### src/rtl/snapcap.sv
module snapcap #(
  parameter int NCH  = 2,
  parameter int SW   = 16,
  parameter int DW   = 32,
  parameter int AW   = 10,
  parameter int DECW = 8,
  parameter int LENW = 10,
  parameter int IVLW = 16,
  parameter int FD   = 4,
  localparam int CHW = (NCH > 1) ? $clog2(NCH) : 1
) (
  input  logic              clk,
  input  logic              rst_n,
  input  logic              smp_valid,
  input  logic [NCH*SW-1:0] smp_data,
  input  logic [DECW-1:0]   cfg_decim,
  input  logic [LENW-1:0]   cfg_len,
  input  logic [SW-1:0]     cfg_thresh,
  input  logic [CHW-1:0]    cfg_chan,
  input  logic [IVLW-1:0]   cfg_ivl,
  input  logic              evt_ack,
  output logic              evt_done,
  output logic [AW-1:0]     evt_start,
  output logic [SW-1:0]     peak_mag,
  output logic              peak_stb,
  input  logic              cpu_req,
  input  logic              cpu_we,
  input  logic [AW-1:0]     cpu_addr,
  input  logic [DW-1:0]     cpu_wdata,
  output logic              cpu_gnt,
  output logic [DW-1:0]     cpu_rdata,
  output logic              cpu_rvalid,
  output logic              mem_en,
  output logic              mem_we,
  output logic [AW-1:0]     mem_addr,
  output logic [DW-1:0]     mem_wdata,
  input  logic [DW-1:0]     mem_rdata
);
  localparam int FW  = NCH * SW;
  localparam int WPF = FW / DW;
  localparam int WCW = (WPF > 1) ? $clog2(WPF) : 1;
  localparam int FPW = $clog2(FD);
  localparam logic [1:0] S_ARM = 2'd0, S_POST = 2'd1, S_HOLD = 2'd2;

  function automatic logic [SW-1:0] mag(input logic [SW-1:0] v);
    mag = v[SW-1] ? (~v + 1'b1) : v;
  endfunction

  logic [1:0] st;

  // channel magnitudes
  logic [SW-1:0] chmag [NCH];
  for (genvar c = 0; c < NCH; c++) begin : g_mag
    assign chmag[c] = mag(smp_data[c*SW +: SW]);
  end

  logic [SW-1:0] fmax;
  always_comb begin
    fmax = '0;
    for (int c = 0; c < NCH; c++)
      if (chmag[c] > fmax) fmax = chmag[c];
  end

  // decimation
  logic [DECW-1:0] dcnt;
  logic [DECW:0]   dnext;
  wire  [DECW-1:0] dlim = (cfg_decim == '0) ? DECW'(1) : cfg_decim;
  assign dnext = {1'b0, dcnt} + 1'b1;
  wire keep = smp_valid && (dcnt == '0);
  wire trig = keep && (st == S_ARM) && (chmag[cfg_chan] > cfg_thresh);

  always_ff @(posedge clk or negedge rst_n)
    if (!rst_n) dcnt <= '0;
    else if (smp_valid) dcnt <= (dnext >= {1'b0, dlim}) ? '0 : dnext[DECW-1:0];

  // frame queue
  logic [FW:0]    fmem [FD];
  logic [FPW-1:0] qrp, qwp;
  logic [FPW:0]   qcnt;
  logic [WCW-1:0] wsel;
  wire  [FW:0]    head = fmem[qrp];
  wire            qempty = (qcnt == '0);
  wire            qfull  = (qcnt == (FPW+1)'(FD));
  wire            last_word = (wsel == WCW'(WPF - 1));
  wire            pop = !qempty && last_word;

  always_ff @(posedge clk)
    if (keep) fmem[qwp] <= {trig, smp_data};

  always_ff @(posedge clk or negedge rst_n)
    if (!rst_n) begin
      qrp <= '0; qwp <= '0; qcnt <= '0; wsel <= '0;
    end else begin
      if (keep) qwp <= qwp + 1'b1;
      if (pop)  qrp <= qrp + 1'b1;
      case ({keep, pop})
        2'b10:   qcnt <= qcnt + 1'b1;
        2'b01:   qcnt <= qcnt - 1'b1;
        default: qcnt <= qcnt;
      endcase
      if (!qempty) wsel <= last_word ? '0 : wsel + 1'b1;
    end

  // memory port
  logic [AW-1:0] wptr;
  wire [DW-1:0] acq_word = head[int'(wsel)*DW +: DW];
  assign cpu_gnt   = cpu_req && qempty;
  assign mem_en    = !qempty || cpu_req;
  assign mem_we    = !qempty || (cpu_req && cpu_we);
  assign mem_addr  = qempty ? cpu_addr : wptr;
  assign mem_wdata = qempty ? cpu_wdata : acq_word;
  assign cpu_rdata = mem_rdata;

  // post-trigger tail
  logic [LENW-1:0] pcnt;
  logic            pact;
  wire  [LENW-1:0] half = cfg_len >> 1;
  wire             htrig = pop && head[FW];
  wire             fin = (htrig && half == '0) || (pop && !head[FW] && pact && pcnt == LENW'(1));

  always_ff @(posedge clk or negedge rst_n)
    if (!rst_n) begin
      wptr <= '0; pcnt <= '0; pact <= 1'b0; st <= S_ARM;
      evt_done <= 1'b0; evt_start <= '0; cpu_rvalid <= 1'b0;
    end else begin
      if (!qempty) wptr <= wptr + 1'b1;
      if (htrig) begin
        pact <= (half != '0);
        pcnt <= half;
      end else if (pop && pact) begin
        pcnt <= pcnt - 1'b1;
        if (pcnt == LENW'(1)) pact <= 1'b0;
      end
      evt_done <= fin;
      if (fin) evt_start <= wptr + 1'b1 - AW'(cfg_len * WPF);
      if (trig) st <= S_POST;
      else if (fin) st <= S_HOLD;
      else if (st == S_HOLD && evt_ack) st <= S_ARM;
      cpu_rvalid <= cpu_gnt && !cpu_we;
    end

  // activity peak
  logic [IVLW-1:0] icnt;
  logic [IVLW:0]   inext;
  logic [SW-1:0]   pacc;
  wire  [IVLW-1:0] ilim = (cfg_ivl == '0) ? IVLW'(1) : cfg_ivl;
  wire  [SW-1:0]   pnew = (fmax > pacc) ? fmax : pacc;
  assign inext = {1'b0, icnt} + 1'b1;
  wire iend = inext >= {1'b0, ilim};

  always_ff @(posedge clk or negedge rst_n)
    if (!rst_n) begin
      icnt <= '0; pacc <= '0; peak_mag <= '0; peak_stb <= 1'b0;
    end else begin
      peak_stb <= smp_valid && iend;
      if (smp_valid) begin
        if (iend) begin
          peak_mag <= pnew;
          pacc <= '0;
          icnt <= '0;
        end else begin
          pacc <= pnew;
          icnt <= inext[IVLW-1:0];
        end
      end
    end
endmodule


### config.mk
export PLATFORM = sky130hd
export DESIGN_NAME = snapcap
export DESIGN_NICKNAME = d
export VERILOG_FILES = /design/src/rtl/snapcap.sv
export SDC_FILE = /design/constraint.sdc
export NUM_CORES = 1
export LEC_CHECK = 0
export ABC_CLOCK_PERIOD_IN_PS = 4700
export BUFFER_PORTS_ARGS = -buffer_cell sky130_fd_sc_hd__buf_2
export CAP_MARGIN = 15
export CORE_ASPECT_RATIO = 1.4
export CORE_MARGIN = 10
export CORE_UTILIZATION = 56
export DETAILED_ROUTE_END_ITERATION = 8
export PLACE_DENSITY_LB_ADDON = 0.1
export SYNTH_ARGS = -nofsm -noshare
export SYNTH_HDL_FRONTEND = slang
export SYNTH_SLANG_ARGS = --single-unit
### constraint.sdc
create_clock -name clk -period 4.7 [get_ports clk]
set_clock_uncertainty 0.2 [all_clocks]
set_input_delay 0.94 -clock clk [delete_from_list [all_inputs] [get_ports clk]]
set_output_delay 0.94 -clock clk [all_outputs]
set_load 0.05 [all_outputs]
== After elaboration in Yosys (flattened, before gate mapping) ==
Memory sizes are Yosys's and may differ from the RTL's.
Index checks and enable logic that the tools add are counted.
Word-level totals
  bits in registers: 100
  memory bits (writable): 132
  bits of input ports: 163
  output and inout port bits: 106
  word-level logic and storage cells: 106
  memories kept: 1
Memory list
  fmem: words 4, bits a word 33, read ports 1, clocked after memory_dff 0, write ports 1, RTL line 77  | logic [FW:0] fmem [FD];
Operators by class
  add/sub/neg operators: 12
  $lt $le $gt $ge: 7
  eq/ne operators: 4
  shift-type cells: 1
  multiplexer cells: 27
  bitwise gates (word level): 4
  reductions and logical operators: 34
Operator list (number)
  $mux W16: 11
  $gt A16 B16 Y1: 3
  $shiftx A33 B7 Y32: 1
  $add A16 B1 Y16 const B: 2
  $mux W32: 1
  $not A16 Y16: 2
  $mux W10: 3
  $add A16 B1 Y17 const B: 1
  $ge A17 B16 Y1: 1
  $gt A16 B1 Y1 const B: 1
  $logic_not A16 Y1: 1
  $logic_not A8 Y1: 2
  $mux W8: 2
  $logic_and A1 B1 Y1: 15
  $add A10 B1 Y10 const B: 1
  $eq A10 B1 Y1 const B: 1
  $logic_not A10 Y1: 1
  $reduce_bool A10 Y1: 1
  $sub A10 B1 Y10 const B: 1
  $sub A10 B10 Y10: 1
  $add A8 B1 Y9 const B: 1
  $ge A9 B8 Y1: 1
  $mux W1: 6
  $mux W2: 3
  17 further kinds: 26

== Logic depth before layout (Yosys ltp) ==
Gate-level depths: netlist of the first run.
  depth in word-level cells: 10
  mapped depth: 23
  mapped depth without buffers: 21

== Least setup slack after synthesis of the first run ==
Ideal clock, no wire load.
  path type: in2reg
  start point: input smp_data[0]
  end point: register pacc[0]
  library setup time: 110 ps
  data arrival time: 6652 ps
  required time: 4390 ps
  path slack: -2262 ps
  cell stages on the path: 21
  buffers on the path: 2
  cells stage by stage: or4_1 > or4_4 > or4_4 > or4b_4 > ha_1 > and4_1 > nand3_1 > nor3_1 > a21o_1 > o31ai_2 > buf_4 > mux2i_1 > ha_1 > a21oi_1 > o21ai_0 > a21oi_1 > a31oi_1 > o31ai_1 > clkbuf_1 > nand2_1 > o41ai_1
Between the ends
  word-level cells in the longest chain between the ends: 10
RTL lines
  start: declaration: RTL line 15  | input logic [NCH*SW-1:0] smp_data,
  $not A16 Y16: RTL line 46  | mag = v[SW-1] ? (~v + 1'b1) : v;
  $add A16 B1 Y16: RTL line 46
  $mux W16 (*): RTL line 46
  $gt A16 B1 Y1: RTL line 61  | if (chmag[c] > fmax) fmax = chmag[c];
  $mux W16 (*): RTL line 61
  $gt A16 B16 Y1: RTL line 61
  $mux W16 (*): RTL line 61
  $gt A16 B16 Y1: RTL line 147  | wire [SW-1:0] pnew = (fmax > pacc) ? fmax : pacc;
  $mux W16 (*): RTL line 147
  $mux W16 (*): RTL line 157  | if (iend) begin
  end signal: assignment: RTL line 162  | pacc <= pnew;
  end: declaration: RTL line 145  | logic [SW-1:0] pacc;
Mark *: on every way between the ends. The rest lies on a longest branch, timed or not.
A chain may end at the register's enable or synchronous reset.

== Worst setup path after layout of the first run ==
  start point: input smp_data[0]
  end point: register pacc[15]
The elaborated chain is that of the path after synthesis.

==> flow_summary.yaml, run 1 <==
timing:
  setup_viol: 32
  slew_headroom: 0.2471
  finalCritPeriodShare: 1.298
  period_minus_slack_ns: 6.101
  finalWorstSetupSlack_ns: -1.401
  rsz0062_at_grt: "yes"
  maxSlewViolCount: 0
  fin_setup_tns_ns: -43.94
  worst_pin_slew_ns: 1.129
  worst_hold_slack_ns: 0.2791
  fmaxAchievable_mhz: 163.9
  hold_viol: 0
run_status:
  violations: "setup timing"
  status: "finished with violations"
logic_synthesis:
  synth_top_area_share: 0.2927
  syn-cell-area_mm2: 0.01354
  synth.most_common_cell: "nand2_1"
  async_flop_share: 0.4286
  avgSynthCellArea_um2: 10.77
  synth.top_cells.by_area: "edfxtp_1 29%, dfrtp_1 18%, ha_1 8.7%"
  yosysUniqueCellTypes: 63
  syn-num-nets: 1516
  synthFlopType: "edfxtp_1"
  yosys.area.top_type: "edfxtp_1"
  yosys_warnings: 0
  seq_area_frac_synth: 0.4757
  synth_cells: 1257
  synthTopCellsByCount: "190 x nand2_1, 132 x edfxtp_1, 109 x inv_1"
  synth-edff-count: 132
  synth_seq_cells: 231
routing:
  antenna_left: 0
  via_per_inst: 5.611
  drtPass1Iterations: 5
  vias: 10500
  finalWirelength_um: 34540
  post_drt_wl_per_cell_um: 18.46
  drcViolationCount: 0
  drtIter0Drc: 581
placed_design:
  dp_cells: 1816
  placed_area_mm2: 0.01562
  dpl_worst_slack_ns: -2.389
  io_buffers: 204
  gp_congestion: 0.9108
  hpwl_um: 25650
worst_hold_path:
  holdCritPathClass: "reg2reg"
layout:
  final_util: 0.6961
  drive_above_1_share: 0.2929
  multi_input_area_mm2: 0.006469
  fillers: 1830
  seq_area_mm2: 0.006442
  instances_no_fill: 1871
  final_area_mm2: 0.01663
  nets: 1803
  area_growth_pct: 22.82
grt:
  grt_max_degree: 72
  grt_overflow_total: 0
  grt_usage: 0.2219
  antenna_found_initial: 1
  grt_pass1_vias: 10820
  grt_pass1_wl_um: 55450
floorplan:
  dieHeight_um: 204.0
  io_pins: 269
  dieArea_mm2: 0.03089
  die_w_um: 151.4
  core_area_mm2: 0.02389
  start_util: 0.5667
  rows: 67
worst_setup_path:
  endpoint_kind: "register"
  critical_path_required_ns: 4.90
  path_max_fanout: 14
  crit_arrival_ns: 6.30
  worst_setup_path_start_kind: "input port"
  critical_path_class: "in2reg"
clocking:
  clk_latency_ns: 0.52
  clk_path_buf_depth: 3
  numCtsBuffers: 23
  cts_tree: "yes"
  htreeDepth: 1
  clk_pin_slew_worst_paths_ns: 0.06
  cts.sinks: 231
  root_buffer: "clkbuf_16"
power_and_ir_drop:
  power.total_mw: 9.705
  leakage_nw: 7.642
  peakVddDrop_mv: 0.4247
  power.density_mw_per_mm2: 583.6
run:
  cap_violations: 0
[registers in the layout, summed over array words and instances, names as in the netlist]
name / count
evt_done: 1
dcnt: 8
wptr: 10
pacc: 16
peak_mag: 16
qwp: 2
cpu_rvalid: 1
st: 2
icnt: 16
qrp: 2
evt_start: 10
pcnt: 10
pact: 1
fmem: 132
qcnt: 3
peak_stb: 1
[layer usage]
metal | track usage | wire [µm]
met1 | 0.2803 | 14070
met2 | 0.3842 | 17470
met3 | 0.03723 | 2299
met4 | 0.05651 | 703
met5 | 0 | 0
[cell type report]
type                    instances  area share
multi-input cells             834      0.3890
repair buffers                345      0.1329
clock buffers                  29     0.03596
well taps                     310     0.02332
diodes                          1   0.0001505
inverters                     109     0.02460
flip-flops and latches        231      0.3874
clock inverters                12    0.006696
[power by group]
group          total [mW]  internal (mW)  leakage (nW)  switching (mW)
Combinational        5.05           1.87          4.86            3.18
Sequential           2.90           2.53          2.44           0.365
Clock                1.75           1.01         0.345           0.743
Total                9.71           5.42          7.64            4.29
[placed cells by master (no fill, tap or decap), types with 10 or more instances in the layout]
cell,instances
o21ai_0,68
a21o_1,14
a221o_1,14
a22o_1,15
nand4_1,16
nor3_1,27
buf_6,11
ha_1,89
buf_4,127
and3_1,11
inv_1,108
mux2_2,10
dfrtp_1,98
o31ai_1,11
buf_2,201
nand3_1,21
edfxtp_1,132
nor2_1,44
a21oi_1,33
nor4_1,10
mux4_2,33
nand2_1,190
xnor2_1,34
clkbuf_16,23
xor2_1,41
mux2i_1,27
[logic make-up (layout without fill, tap and decap cells)]
logic type / count (synthesis) / count (layout) / share of synthesized area
simple gates: 370 / 370 / 0.1259
other cells: 0 / 1 / 0
mux: 78 / 78 / 0.09000
compound gates: 215 / 215 / 0.1072
fa+ha+maj: 96 / 96 / 0.08982
buf+inv: 192 / 495 / 0.06293
flops: 231 / 231 / 0.4757
xor+xnor: 75 / 75 / 0.04851
[final timing paths]
check | from | cells after the start | slack (ns) | to
max | smp_data[0] | 22 | -1.40 | pacc[15]$_DFFE_PN0P_
min | pcnt[9]$_DFFE_PN0P_ | 2 | 0.28 | pcnt[9]$_DFFE_PN0P_
max reg2reg | icnt[0]$_DFFE_PN0P_ | 15 | 0.36 | peak_mag[15]$_DFFE_PN0P_
min reg2reg | pcnt[9]$_DFFE_PN0P_ | 2 | 0.28 | pcnt[9]$_DFFE_PN0P_
max in group asynchronous | rst_n | 2 | 2.97 | peak_mag[12]$_DFFE_PN0P_
min in group asynchronous | rst_n | 1 | 0.36 | evt_start[4]$_DFFE_PN0P_
[what timing repair did]
action,in CTS,in global routing
hold buffers,0,0
resized for setup,17,12
buffers inserted,10,1
cloned,2,0
pin swaps,17,1
endpoints found under the setup margin,32,32
[worst max-delay path: stages]
cell	delay (ns)
buf_6	0.10
or4_4	0.54
or4_4	0.44
or4_4	0.43
or4b_4	0.52
ha_4	0.23
and4_1	0.16
nand3_2	0.11
nor3_4	0.05
a21o_1	0.18
o31ai_4	0.26
buf_6	0.20
mux2i_2	0.28
ha_1	0.18
nand4_1	0.15
nor4_2	0.33
a21bo_2	0.29
buf_6	0.12
a31oi_4	0.26
o31ai_4	0.13
buf_12	0.19
a22o_2	0.21
Note: power is estimated with default switching activity, not from simulation.
==> inputs of run 2 (changes only) <==
--- a/config.mk
+++ b/config.mk
@@ -12,7 +12,8 @@
 export CORE_MARGIN = 10
 export CORE_UTILIZATION = 56
 export DETAILED_ROUTE_END_ITERATION = 8
-export PLACE_DENSITY_LB_ADDON = 0.1
+export PLACE_DENSITY = 0.81
+export SETUP_SLACK_MARGIN = 0.05
 export SYNTH_ARGS = -nofsm -noshare
 export SYNTH_HDL_FRONTEND = slang
 export SYNTH_SLANG_ARGS = --single-unit
==> flow_summary.yaml, run 2 (synthesis results as in run 1) <==
run_status:
  status: "finished with violations"
  violations: "setup timing"
power_and_ir_drop:
  p_sw_frac: 0.4446
  power.total_mw: 9.964
  p_clk_frac: 0.190
  leakage_nw: 7.656
  seqPwrFrac: 0.288
  pwr-share-comb: 0.522
  intPower_mw: 5.534
  p_sw_mw: 4.430
  peakVddDrop_mv: 0.4787
  power.density_mw_per_mm2: 594.0
grt:
  grt_max_degree: 68
  grt_overflow_total: 0
  grt_usage: 0.2252
  grt_pass1_wl_um: 56330
  antenna_found_initial: 0
  grt_pass1_vias: 11170
placed_design:
  gp_congestion: 0.9498
  dpl_worst_slack_ns: -2.228
  hpwl_um: 26220
  dp_cells: 1814
  io_buffers: 204
timing:
  finalCritPeriodShare: 1.318
  slew_headroom: 0.4024
  maxSlewViolCount: 0
  hold_viol: 0
  rsz0062_at_grt: "yes"
  period_minus_slack_ns: 6.195
  setup_viol: 32
  worst_pin_slew_ns: 0.8965
  fmaxAchievable_mhz: 161.4
  finalWorstSetupSlack_ns: -1.495
layout:
  drive_above_1_share: 0.3093
  area_growth_pct: 23.89
  layout_common_cells: "201 x buf_2, 187 x nand2_1, 132 x edfxtp_1"
  layout_commonest_cell: "buf_2"
  regMostFlops: "fmem"
  nets: 1798
  instances_no_fill: 1867
  largest_register_ffs: 132
clocking:
  numCtsBuffers: 22
  root_buffer: "clkbuf_16"
  clk_latency_ns: 0.51
  cts.sinks: 231
  htreeDepth: 1
  cts_tree: "yes"
  hold_buffers: 0
  clk_pin_slew_worst_paths_ns: 0.07
  clk_path_buf_depth: 3
worst_setup_path:
  path_max_fanout: 8
  critical_path_class: "in2reg"
  worst_setup_path_start_kind: "input port"
  critical_path_required_ns: 4.88
  crit_arrival_ns: 6.38
  endpoint_kind: "register"
floorplan:
  rows: 67
  die_w_um: 151.4
  dieArea_mm2: 0.03089
  dieHeight_um: 204.0
  io_pins: 269
  core_area_mm2: 0.02389
  start_util: 0.5667
routing:
  wl_met3_um: 2767
  drcViolationCount: 0
  vias: 10840
  finalWirelength_um: 36220
  drtPass1Iterations: 8
  antenna_left: 0
  wl_met1_um: 13520
  drtIter0Drc: 749
  post_drt_wl_per_cell_um: 19.40
  wl_met2_um: 18690
  maxUsedRoutingLayer: "met4"
  via_per_inst: 5.806
run:
  cap_violations: 0
worst_hold_path:
  holdCritPathClass: "reg2reg"
-- run 2: routing by layer --
layer	vias to the layer above	track usage
met5	-	0
met4	0	0.08236
met3	97	0.03146
met2	455	0.4021
met1	5250	0.2672
li1	5038	-
-- run 2: what timing repair did --
action                                  4_1_cts  5_1_grt
pin swaps                                     7        8
endpoints found under the setup margin       32       38
gates resized for setup                      32       29
gates cloned                                  2        0
hold endpoints to repair                      0        0
setup buffers                                 9        0
-- run 2: power by group through the flow --
stage / logic, mW / clock network (mW) / registers [mW]
finish: 5.21 / 1.89 / 2.87
global route: 5.62 / 1.99 / 2.92
CTS: 5.12 / 1.91 / 2.86
detailed placement: 4.95 / 0 / 2.89
global placement: 4.81 / 0 / 2.87
floorplan: 3.43 / 0 / 3.12
-- run 2: through the flow --
step           setup TNS, ns  hold slack (ns)  utilization  cell area [µm²]
6_report              -45.75           0.2744       0.7021            16770
2_1_floorplan         -47.39           0.2390            -            13670
3_5_place_dp          -71.47           0.2652       0.6531            15600
5_1_grt               -50.51           0.3069       0.7019            16770
3_3_place_gp          -63.75           0.2488       0.6531            15600
4_1_cts               -40.36           0.2784       0.6959            16630
-- run 2: worst paths after layout --
path                                     startpoint                       end  slack [ns]  depth (start not counted)
max in group asynchronous                     rst_n   peak_mag[5]$_DFFE_PN0P_        2.96                          2
worst min-delay path            pcnt[9]$_DFFE_PN0P_       pcnt[9]$_DFFE_PN0P_        0.27                          2
worst min register to register  pcnt[9]$_DFFE_PN0P_       pcnt[9]$_DFFE_PN0P_        0.27                          2
worst max register to register  icnt[4]$_DFFE_PN0P_   peak_mag[8]$_DFFE_PN0P_        0.51                         15
min in group asynchronous                     rst_n  evt_start[4]$_DFFE_PN0P_        0.36                          1
worst max-delay path                    smp_data[0]   peak_mag[8]$_DFFE_PN0P_       -1.49                         22
-- run 2: layout make-up --
cell class	count	area, µm²
repair buffers	341	2148
diodes	2	5.005
multi-input cells	834	6618
fillers	1665	7117
well taps	310	387.9
flip-flops and latches	231	6442
clock buffers	25	583.1
inverters	109	409.1
clock inverters	15	181.4
-- run 2: worst max-delay path, stage by stage --
cell and delay (ns):
buf_6 0.09, or4_4 0.55, or4_4 0.44, or4_4 0.45, or4b_4 0.52, ha_4 0.28, and4_1 0.18, nand3_2 0.13
nor3_4 0.18, a21o_1 0.20, o31ai_4 0.10, buf_6 0.16, buf_12 0.15, mux2i_2 0.16, ha_1 0.33, nand2_2 0.08
nor4_4 0.29, a21bo_2 0.29, a31oi_4 0.31, buf_6 0.19, nor3_1 0.05, a221o_1 0.30
